===== config.mk =====
export PLATFORM = sky130hd
export DESIGN_NAME = mac_rx_collector
export DESIGN_NICKNAME = d
export VERILOG_FILES = /design/src/rtl/rxc_pkg.sv /design/src/rtl/rxc_edge_stamp.sv /design/src/rtl/rxc_tail_hist.sv /design/src/rtl/mac_rx_collector.sv
export SDC_FILE = /design/constraint.sdc
export NUM_CORES = 1
export LEC_CHECK = 0
export ABC_AREA = 1
export CAP_MARGIN = 40
export CORE_UTILIZATION = 55
export CTS_BUF_LIST = sky130_fd_sc_hd__clkbuf_8
export DETAILED_ROUTE_END_ITERATION = 7
export PLACE_DENSITY = 0.79
export SKIP_CTS_REPAIR_TIMING = 1
export SYNTH_ARGS = -nofsm -noshare
export SYNTH_HDL_FRONTEND = slang
export SYNTH_SLANG_ARGS = --single-unit

===== constraint.sdc =====
create_clock -name clk -period 3.24 [get_ports clk]
set_input_delay 0.486 -clock clk [delete_from_list [all_inputs] [get_ports clk]]
set_output_delay 0.486 -clock clk [all_outputs]
set_load 0.005 [all_outputs]

===== src/rtl/rxc_pkg.sv =====
package rxc_pkg;

    localparam int STAT_BYTES = 3;
    localparam int LEN_W      = 12;
    localparam int RATE_OCT   = 0;
    localparam int LENHI_OCT  = 1;
    localparam int LENLO_OCT  = 2;

    typedef enum logic [2:0] {
        PH_IDLE,
        PH_HDR,
        PH_HSTAT,
        PH_BODY,
        PH_TAIL,
        PH_ABORT
    } phase_e;

    typedef struct packed {
        logic [4:0]       rate;
        logic [LEN_W-1:0] len;
        logic [4:0]       hdr_err;
        logic [4:0]       rx_err;
        logic [7:0]       rssi;
        logic [7:0]       lqi;
        logic [31:0]      fcs;
        logic             aborted;
        logic             bad;
    } frame_rec_t;

    function automatic logic open_phase(phase_e p);
        return (p == PH_HDR) || (p == PH_HSTAT) || (p == PH_BODY) || (p == PH_TAIL);
    endfunction

    function automatic logic before_tail(phase_e p);
        return (p == PH_HDR) || (p == PH_HSTAT) || (p == PH_BODY);
    endfunction

    function automatic frame_rec_t seal(frame_rec_t w);
        frame_rec_t r;
        r     = w;
        r.bad = w.bad | (|w.hdr_err) | (|w.rx_err) | w.aborted;
        return r;
    endfunction

endpackage


===== src/rtl/rxc_edge_stamp.sv =====
module rxc_edge_stamp #(
    parameter int TS_W = 32
) (
    input  logic            clk,
    input  logic            rst,
    input  logic            act,
    output logic            rise,
    output logic            fall,
    output logic [TS_W-1:0] now,
    output logic [TS_W-1:0] fall_ts
);
    logic act_q;

    assign rise = act & ~act_q;
    assign fall = ~act & act_q;

    always_ff @(posedge clk) begin
        if (rst) begin
            act_q   <= 1'b0;
            now     <= '0;
            fall_ts <= '0;
        end else begin
            act_q <= act;
            now   <= now + TS_W'(1);
            if (fall) fall_ts <= now;
        end
    end
endmodule


===== src/rtl/rxc_tail_hist.sv =====
module rxc_tail_hist #(
    parameter int DEPTH = 3,
    parameter int W     = 8
) (
    input  logic                    clk,
    input  logic                    rst,
    input  logic                    shift,
    input  logic [W-1:0]            din,
    output logic [DEPTH-1:0][W-1:0] taps
);
    always_ff @(posedge clk) begin
        if (rst)        taps <= '0;
        else if (shift) taps <= {taps[DEPTH-2:0], din};
    end
endmodule


===== src/rtl/mac_rx_collector.sv =====
module mac_rx_collector
    import rxc_pkg::*;
#(
    parameter int HDR_LEN    = 6,
    parameter int ABORT_WAIT = 66,
    parameter int TS_W       = 32
) (
    input  logic            clk,
    input  logic            rst,
    input  logic            rx_enable,
    input  logic            phy_active,
    input  logic            data_en,
    input  logic [7:0]      data_in,
    output logic            sof,
    output logic            out_valid,
    output logic [7:0]      out_data,
    output logic            out_last,
    output logic            stray_byte,
    output logic            rec_valid,
    output logic [4:0]      rec_rate,
    output logic [11:0]     rec_len,
    output logic [4:0]      rec_hdr_err,
    output logic [4:0]      rec_rx_err,
    output logic [7:0]      rec_rssi,
    output logic [7:0]      rec_lqi,
    output logic [31:0]     rec_fcs,
    output logic [TS_W-1:0] rec_start_ts,
    output logic [TS_W-1:0] rec_end_ts,
    output logic            rec_aborted,
    output logic            rec_bad
);
    localparam int WC_W = $clog2(ABORT_WAIT + 1);
    localparam logic [LEN_W-1:0] HDR_LAST = LEN_W'(HDR_LEN - 1);
    localparam logic [WC_W-1:0]  WAIT_END = WC_W'(ABORT_WAIT - 1);

    logic            rise, fall;
    logic [TS_W-1:0] now;
    logic [STAT_BYTES-1:0][7:0] taps;

    rxc_edge_stamp #(.TS_W(TS_W)) u_stamp (
        .clk(clk), .rst(rst), .act(phy_active),
        .rise(rise), .fall(fall), .now(now), .fall_ts(rec_end_ts)
    );

    rxc_tail_hist #(.DEPTH(STAT_BYTES), .W(8)) u_hist (
        .clk(clk), .rst(rst), .shift(data_en), .din(data_in), .taps(taps)
    );

    phase_e           phase_q, phase_d, eff;
    logic [LEN_W-1:0] idx_q, idx_d, cidx;
    logic [WC_W-1:0]  wcnt_q, wcnt_d;
    frame_rec_t       work_q, work_d, rec_q, rec_d, tmp;
    logic [TS_W-1:0]  start_q, start_d;
    logic             sof_d, ov_d, last_d, stray_d, rv_d;
    logic [7:0]       od_d;

    always_comb begin
        phase_d = phase_q;
        idx_d   = idx_q;
        wcnt_d  = wcnt_q;
        work_d  = work_q;
        rec_d   = rec_q;
        start_d = start_q;
        tmp     = work_q;
        sof_d   = 1'b0;
        ov_d    = 1'b0;
        od_d    = out_data;
        last_d  = 1'b0;
        stray_d = 1'b0;
        rv_d    = 1'b0;
        eff     = phase_q;
        cidx    = idx_q;

        if (phase_q == PH_IDLE && rx_enable && rise) begin
            eff     = PH_HDR;
            phase_d = PH_HDR;
            cidx    = '0;
            idx_d   = '0;
            work_d  = '0;
            start_d = now;
            sof_d   = 1'b1;
        end

        if (fall && before_tail(eff)) work_d.bad = 1'b1;

        if (open_phase(eff) && !rx_enable) begin
            phase_d        = PH_ABORT;
            wcnt_d         = '0;
            work_d.aborted = 1'b1;
        end else if (eff == PH_ABORT) begin
            if (wcnt_q == WAIT_END) begin
                tmp        = work_d;
                tmp.rx_err = taps[2][4:0];
                tmp.rssi   = taps[1];
                tmp.lqi    = taps[0];
                rec_d      = seal(tmp);
                rv_d       = 1'b1;
                phase_d    = PH_IDLE;
            end else begin
                wcnt_d = wcnt_q + WC_W'(1);
            end
        end else if (data_en) begin
            case (eff)
                PH_IDLE: stray_d = 1'b1;
                PH_HDR: begin
                    if (cidx == LEN_W'(RATE_OCT))  work_d.rate       = data_in[4:0];
                    if (cidx == LEN_W'(LENHI_OCT)) work_d.len[11:8]  = data_in[3:0];
                    if (cidx == LEN_W'(LENLO_OCT)) work_d.len[7:0]   = data_in;
                    if (cidx == HDR_LAST) begin
                        phase_d = PH_HSTAT;
                        idx_d   = '0;
                    end else begin
                        idx_d = cidx + LEN_W'(1);
                    end
                end
                PH_HSTAT: begin
                    work_d.hdr_err = data_in[4:0];
                    phase_d        = (work_q.len == '0) ? PH_TAIL : PH_BODY;
                    idx_d          = '0;
                end
                PH_BODY: begin
                    ov_d       = 1'b1;
                    od_d       = data_in;
                    work_d.fcs = {data_in, work_q.fcs[31:8]};
                    if (idx_q == work_q.len - LEN_W'(1)) begin
                        last_d  = 1'b1;
                        phase_d = PH_TAIL;
                        idx_d   = '0;
                    end else begin
                        idx_d = idx_q + LEN_W'(1);
                    end
                end
                PH_TAIL: begin
                    if (idx_q == LEN_W'(0))      work_d.rx_err = data_in[4:0];
                    else if (idx_q == LEN_W'(1)) work_d.rssi   = data_in;
                    else                         work_d.lqi    = data_in;
                    if (idx_q == LEN_W'(STAT_BYTES - 1)) begin
                        rec_d   = seal(work_d);
                        rv_d    = 1'b1;
                        phase_d = PH_IDLE;
                    end else begin
                        idx_d = idx_q + LEN_W'(1);
                    end
                end
                default: ;
            endcase
        end
    end

    always_ff @(posedge clk) begin
        if (rst) begin
            phase_q    <= PH_IDLE;
            idx_q      <= '0;
            wcnt_q     <= '0;
            work_q     <= '0;
            rec_q      <= '0;
            start_q    <= '0;
            sof        <= 1'b0;
            out_valid  <= 1'b0;
            out_data   <= '0;
            out_last   <= 1'b0;
            stray_byte <= 1'b0;
            rec_valid  <= 1'b0;
        end else begin
            phase_q    <= phase_d;
            idx_q      <= idx_d;
            wcnt_q     <= wcnt_d;
            work_q     <= work_d;
            rec_q      <= rec_d;
            start_q    <= start_d;
            sof        <= sof_d;
            out_valid  <= ov_d;
            out_data   <= od_d;
            out_last   <= last_d;
            stray_byte <= stray_d;
            rec_valid  <= rv_d;
        end
    end

    assign rec_rate     = rec_q.rate;
    assign rec_len      = rec_q.len;
    assign rec_hdr_err  = rec_q.hdr_err;
    assign rec_rx_err   = rec_q.rx_err;
    assign rec_rssi     = rec_q.rssi;
    assign rec_lqi      = rec_q.lqi;
    assign rec_fcs      = rec_q.fcs;
    assign rec_aborted  = rec_q.aborted;
    assign rec_bad      = rec_q.bad;
    assign rec_start_ts = start_q;
endmodule


==> results of run 1 <==
-- power groups by stage --
stage | Clock (mW) | Combinational (mW) | Sequential (mW)
floorplan | 0 | 1.34 | 4.33
global placement | 0 | 2.08 | 4.36
detailed placement | 0 | 2.13 | 4.36
CTS | 3.35 | 2.15 | 4.28
global route | 3.52 | 2.41 | 4.32
finish | 3.30 | 2.17 | 4.29
-- cell families (layout without fill, tap and decap cells) --
| group | count (synthesis) | after routing | synth area share |
|---|---|---|---|
| AO/OA/AOI/OAI | 534 | 534 | 0.224 |
| XOR/XNOR | 16 | 16 | 0.0108 |
| adder cells (fa/ha/maj) | 12 | 12 | 0.0115 |
| buffers and inverters | 281 | 456 | 0.0896 |
| flip-flops | 307 | 307 | 0.472 |
| AND/OR/NAND/NOR | 588 | 588 | 0.192 |
-- worst max path at each step --
stage / startpoint / endpoint / slack (ns) / depth (start not counted)
floorplan: phy_active / idx_q[6]$_SDFF_PP0_ / 0.70 / 15
global placement: phy_active / idx_q[7]$_SDFF_PP0_ / 0.17 / 17
detailed placement: rx_enable / rec_fcs[19]$_SDFFE_PP0P_ / 0.11 / 11
CTS: phase_q[0]$_SDFF_PP0_ / rec_rssi[1]$_SDFFE_PP0P_ / 0.63 / 9
global route: work_q[60]$_SDFF_PP0_ / idx_q[7]$_SDFF_PP0_ / 0.40 / 14
finish: phase_q[0]$_SDFF_PP0_ / rec_fcs[19]$_SDFFE_PP0P_ / 0.61 / 9
-- final cells by class --
cell class / count / area (um2)
Multi-Input combinational cell: 1150 / 5710
Clock inverter: 25 / 144
Clock buffer: 61 / 840
Sequential cell: 307 / 6150
Tap cell: 313 / 392
Timing Repair Buffer: 190 / 1910
Fill cell: 1906 / 7090
Inverter: 180 / 678
-- state kept, by name (all words and copies together) (netlist names), 3 cells and up --
signal	flops
phase_q	3
rec_lqi	8
idx_q	12
u_stamp.fall_ts	32
rec_rx_err	5
rec_start_ts	32
rec_fcs	32
wcnt_q	7
rec_rssi	8
u_stamp.now	32
out_data	8
rec_hdr_err	5
work_q	77
u_hist.taps	21
rec_len	12
rec_rate	5
-- cell usage in the layout, fill, tap and decap left out, drive strengths merged --
cell type and count:
o211ai 3, clkbuf 61, a21o 1, nand3b 4, nor4 8, a22oi 1, nand3 56, o211a 15
a21oi 237, a211oi 27, clkinvlp 2, dfxtp 307, buf 25, o21a 14, nor3 30, ha 12
nor2 143, o21ai 230, o41ai 1, a221oi 1, nand4 23, nand2 313, bufinv 1, inv 195
o22ai 4, xor2 13, and2 1, xnor2 3, clkdlybuf4s50 165, and3 1, clkinv 7, nor3b 3
or2 6
-- through the flow --
stage | hold WS [ns] | area (um2) | power (mW)
final | 0.319 | 15800 | 9.76
after global placement | 0.435 | 14800 | 6.44
after global routing | 0.321 | 15800 | 10.2
after detailed placement | 0.455 | 14800 | 6.49
after floorplan | 0.428 | 13000 | 5.67
after CTS | 0.296 | 15800 | 9.79
-- per-layer routing --
metal	GRT usage	routed length, um	vias up
li1	-	-	6066
met1	0.402	16200	5649
met2	0.451	15700	426
met3	0.0458	2320	71
met4	0.0990	858	0
met5	0	0	-
==> out/metrics.cfg, run 1 <==
[hold_path]
whs_path_depth=2
hold_class=input port to register
min_from=rst
worstHoldEndpoint=work_q[0]$_SDFF_PP0_

[cts]
clk_latency_ns=0.59
clock_path_buffers=3
cts_tree=built
root_buffer=clkbuf_8
numCtsBuffers=50
htreeDepth=2
cts_sinks=307
clkSlewWorstSetupHoldPaths_ns=0.06

[setup_path]
end_kind=register
r2r-start=phase_q[0]$_SDFF_PP0_
arrival_ns=3.13
critical_path_buf_inv_count=2
setup.worst_path.class=register to register
critPathMaxFanout=105
cp-start-kind=register
cpPeakStageDelay_ns=0.43
path_cells=nor4_1 > buf_4 > o21ai_1 > nand3_2 > nand2_1 > and3_4 > buf_12 > o21ai_0 > a21oi_1
rr_endpoint=rec_fcs[19]$_SDFFE_PP0P_
worst_path_max_delay_cell=dfxtp_1
ff2ff_setup_slack_ns=0.61
cp.required_ns=3.74
r2r_cells=9
crit_family=simple AND/OR/NAND/NOR gates

[synth]
synth_common_cells=nand2_1 (312), dfxtp_1 (307), a21oi_1 (228), o21ai_0 (208), inv_1 (163)
synth_ff_type=dfxtp_1
netlist.area_leader.share=0.472
synth_cell_types=45
ys_ff_latch=307
synth_top_cell_by_area=dfxtp_1
syn_area_um2=13000
synth-edff-count=0
async_flop_share=0
synth_nets=1763
synthTopCellsByArea=dfxtp_1 (47%), nand2_1 (9.0%), a21oi_1 (8.8%), o21ai_0 (8.0%), inv_1 (4.7%)
syn_avg_cell_area_um2=7.48
yosysWarningCount=0
synthCells=1738
yosysMostFrequentCell=nand2_1
synth_seq_area_share=0.472

[detailed_routing]
drt-initial-drc-count=1082
via_per_inst=5.49
wirelength_mm=35.1
dr.pass1.iters=6
antenna_left=0
drc=0
wl_per_cell_um=15.7
vias=12200

[place]
place_ws_ns=0.111
gp_congestion=0.904
port_buffers=166
numPlacedInstances=2140
hpwl_mm=23.5

[floorplanning]
core_area_um2=22900
dieHeight_um=156
start_util=0.568
rows=55
ios=167
chipWidth_um=156
die_area_um2=24300

[timing]
finalCritPeriodShare=0.812
relSlewSlack=0.428
fin_ws_ns=0.610
slew_violations=0
worstMarginPinSlew_ns=0.858
finalSetupTns_ns=0
fin_skew_ns=0.0340
setup_viol=0
rsz0062_at_grt=no
max_freq_ghz=0.380
hold_viol_final=0
period_needed_ns=2.63

[power_and_ir_drop]
ir_drop_v=0.000365
switchingPower_mw=3.02
seq_power_share=0.440
p_leak_nw=6.74
pwr-share-comb=0.222
switching_share=0.310
p_clk_frac=0.338
pwr_density_cell_nw_per_um2=617
p_int_mw=6.74

[final_layout]
fin_nets=1904
insertedDiodeCount=0
fin_cells=2226
fin_util=0.690
area_delta_synth_final_pct=21.6
drive_gt1_frac=0.0711

[global_route]
grt_max_degree=106
grt_pass1_wl_mm=56.5
grt_pass1_vias=11100
antenna_found_initial=0
grt_usage=0.288
gr-total-overflow=0

[run_status]
run_status=completed

[run]
max_cap_violations=0

No activity file was read; power rests on OpenSTA's default activity.
==> inputs of run 2 (changes only) <==
CORE_UTILIZATION = 52   (was 55)
clock period = 2.1 ns   (was 3.24 ns; I/O delays follow)
==> run 2 against run 1 <==
Compared with the run above:
- clock power rose by 68%
- critical path depth increased by 7
- sequential cell count is the same
- sequential share of layout area down 4.8 points
- first-iteration DRC count grew 16%
- critical path type unchanged
==> out/metrics.cfg, run 2 (same netlist as run 1, synthesis figures left out) <==
[global_route]
grt_pass1_wl_mm=60.7  ; +7.4%
antenna_found_initial=0  ; unchanged
grt_usage=0.288  ; +0.000809
gr-total-overflow=0  ; unchanged
grt_pass1_vias=12000  ; +7.4%
grt_max_degree=95  ; -10%

[final_layout]
drive_gt1_frac=0.206  ; +0.135
insertedDiodeCount=0  ; unchanged
layout.cells.most_common=dfxtp_1
final_cell_mix=dfxtp_1 (296), nand2_1 (285), a21oi_1 (226)
multi_input_area_um2=6230  ; +9.1%
fin_nets=2072  ; +8.8%
regMostFlops=work_q
fin_area_um2=18100  ; +14%
area_delta_synth_final_pct=39.2
fillers=1787  ; -6.2%
largest_reg_flops=77  ; unchanged
ff_latch_area_um2=6160  ; +0.31%

[cts]
cts_tree=built
cts_sinks=307  ; unchanged
clock_path_buffers=3  ; unchanged
htreeDepth=2  ; unchanged
clk_latency_ns=0.58  ; about the same
clkSlewWorstSetupHoldPaths_ns=0.06  ; about the same
numCtsBuffers=49  ; -2.0%
root_buffer=clkbuf_8

[timing]
hold_viol_final=0  ; unchanged
finalCritPeriodShare=0.999  ; +0.188
fin_skew_ns=0.0199  ; -0.0141 ns
setup_viol=0  ; unchanged
slew_violations=0  ; unchanged
finalSetupTns_ns=0  ; unchanged
period_needed_ns=2.10  ; -0.531 ns
worstMarginPinSlew_ns=0.607  ; -0.251 ns
fin_ws_ns=0.00170  ; -0.609 ns
finalHoldWorstSlack_ns=0.123  ; -0.196 ns
rsz0062_at_grt=yes
relSlewSlack=0.591  ; +0.163
max_freq_ghz=0.477  ; +25%

[setup_path]
end_kind=register
r2r_cells=16  ; +7
rr_endpoint=idx_q[10]$_SDFF_PP0_
ff2ff_setup_slack_ns=0.002  ; -0.61 ns
cp.required_ns=2.57  ; -1.17 ns
arrival_ns=2.57  ; -0.56 ns
r2r-start=phase_q[0]$_SDFF_PP0_
cp-start-kind=register
critPathMaxFanout=5  ; -95%
setup.worst_path.class=register to register

[detailed_routing]
drc=0  ; unchanged
wirelength_mm=41.2  ; +17%
vias=13400  ; +9.7%
dr.pass1.iters=6  ; unchanged
antenna_left=0  ; unchanged
wl_per_cell_um=17.1  ; +8.6%
via_per_inst=5.57  ; +1.4%
drt-initial-drc-count=1250  ; +16%

[run_status]
run_status=completed

[hold_path]
hold_class=input port to register
min_from=rst
whs_path_depth=4  ; +2
worstHoldEndpoint=work_q[52]$_SDFF_PP0_

[power_and_ir_drop]
ir_drop_v=0.000529  ; +45%
p_leak_nw=7.85  ; +16%
pwr_density_cell_nw_per_um2=926  ; +50%
power_mw=16.8  ; +72%

[place]
port_buffers=166  ; unchanged
placed_area_um2=16000  ; +8.1%
gp_congestion=0.954  ; +5.6%
hpwl_mm=25.7  ; +9.2%
place_ws_ns=-0.600  ; -0.710 ns

[floorplanning]
rows=57  ; +3.6%
ios=167  ; unchanged
die_area_um2=25700  ; +5.7%
chipWidth_um=160  ; +2.8%
dieHeight_um=160  ; +2.8%
start_util=0.532  ; -0.0359
core_area_um2=24500  ; +6.7%

[run]
max_cap_violations=0  ; unchanged

[run 2: per-stage QoR]
stage	instances	utilization
after CTS	2377	0.700
final	2408	0.740
after floorplan	1738	-
after detailed placement	2289	0.656
after global placement	2289	0.656
after global routing	2408	0.740
[run 2: final cells by class]
type	count	share of cell area
clock buffers	71	0.0540
multi-input cells	1150	0.344
well taps	324	0.0224
flip-flops and latches	307	0.340
repair buffers	359	0.194
inverters	180	0.0386
clock inverters	17	0.00656
[run 2: report_power, final]
group	switching, mW	internal, mW
clock	2.42	3.12
combinational	2.47	2.13
sequential	0.302	6.32
[run 2: worst max-delay path by stage]
stage / start / endpoint / cells after the start
after global routing: u_stamp.now[0]$_SDFF_PP0_ / u_stamp.now[28]$_SDFF_PP0_ / 13
final: phase_q[0]$_SDFF_PP0_ / idx_q[10]$_SDFF_PP0_ / 16
after floorplan: rx_enable / idx_q[2]$_SDFF_PP0_ / 18
after CTS: work_q[60]$_SDFF_PP0_ / idx_q[7]$_SDFF_PP0_ / 14
after global placement: rx_enable / rec_bad$_SDFFE_PP0P_ / 14
after detailed placement: rx_enable / rec_bad$_SDFFE_PP0P_ / 14
[run 2: per-layer routing]
metal / GRT usage / part of all wire / vias up
met3: 0.0696 / 0.083 / 103
met1: 0.380 / 0.42 / 6320
li1: - / - / 6394
met5: 0 / 0 / -
met2: 0.458 / 0.46 / 584
met4: 0.107 / 0.030 / 0
[run 2: worst max-delay path, cell delays in order, from the launching register on]
cell     delay (ns)
dfxtp_2        0.33
nor4_4         0.29
buf_4          0.20
nand2_8        0.08
nand2_4        0.12
ha_4           0.14
nand2_2        0.05
nor2_2         0.09
nand3_2        0.10
nand2_4        0.13
inv_2          0.08
nand2_1        0.06
nand2_1        0.06
nand2_1        0.08
nand2_1        0.07
nand2_1        0.05
inv_1          0.04
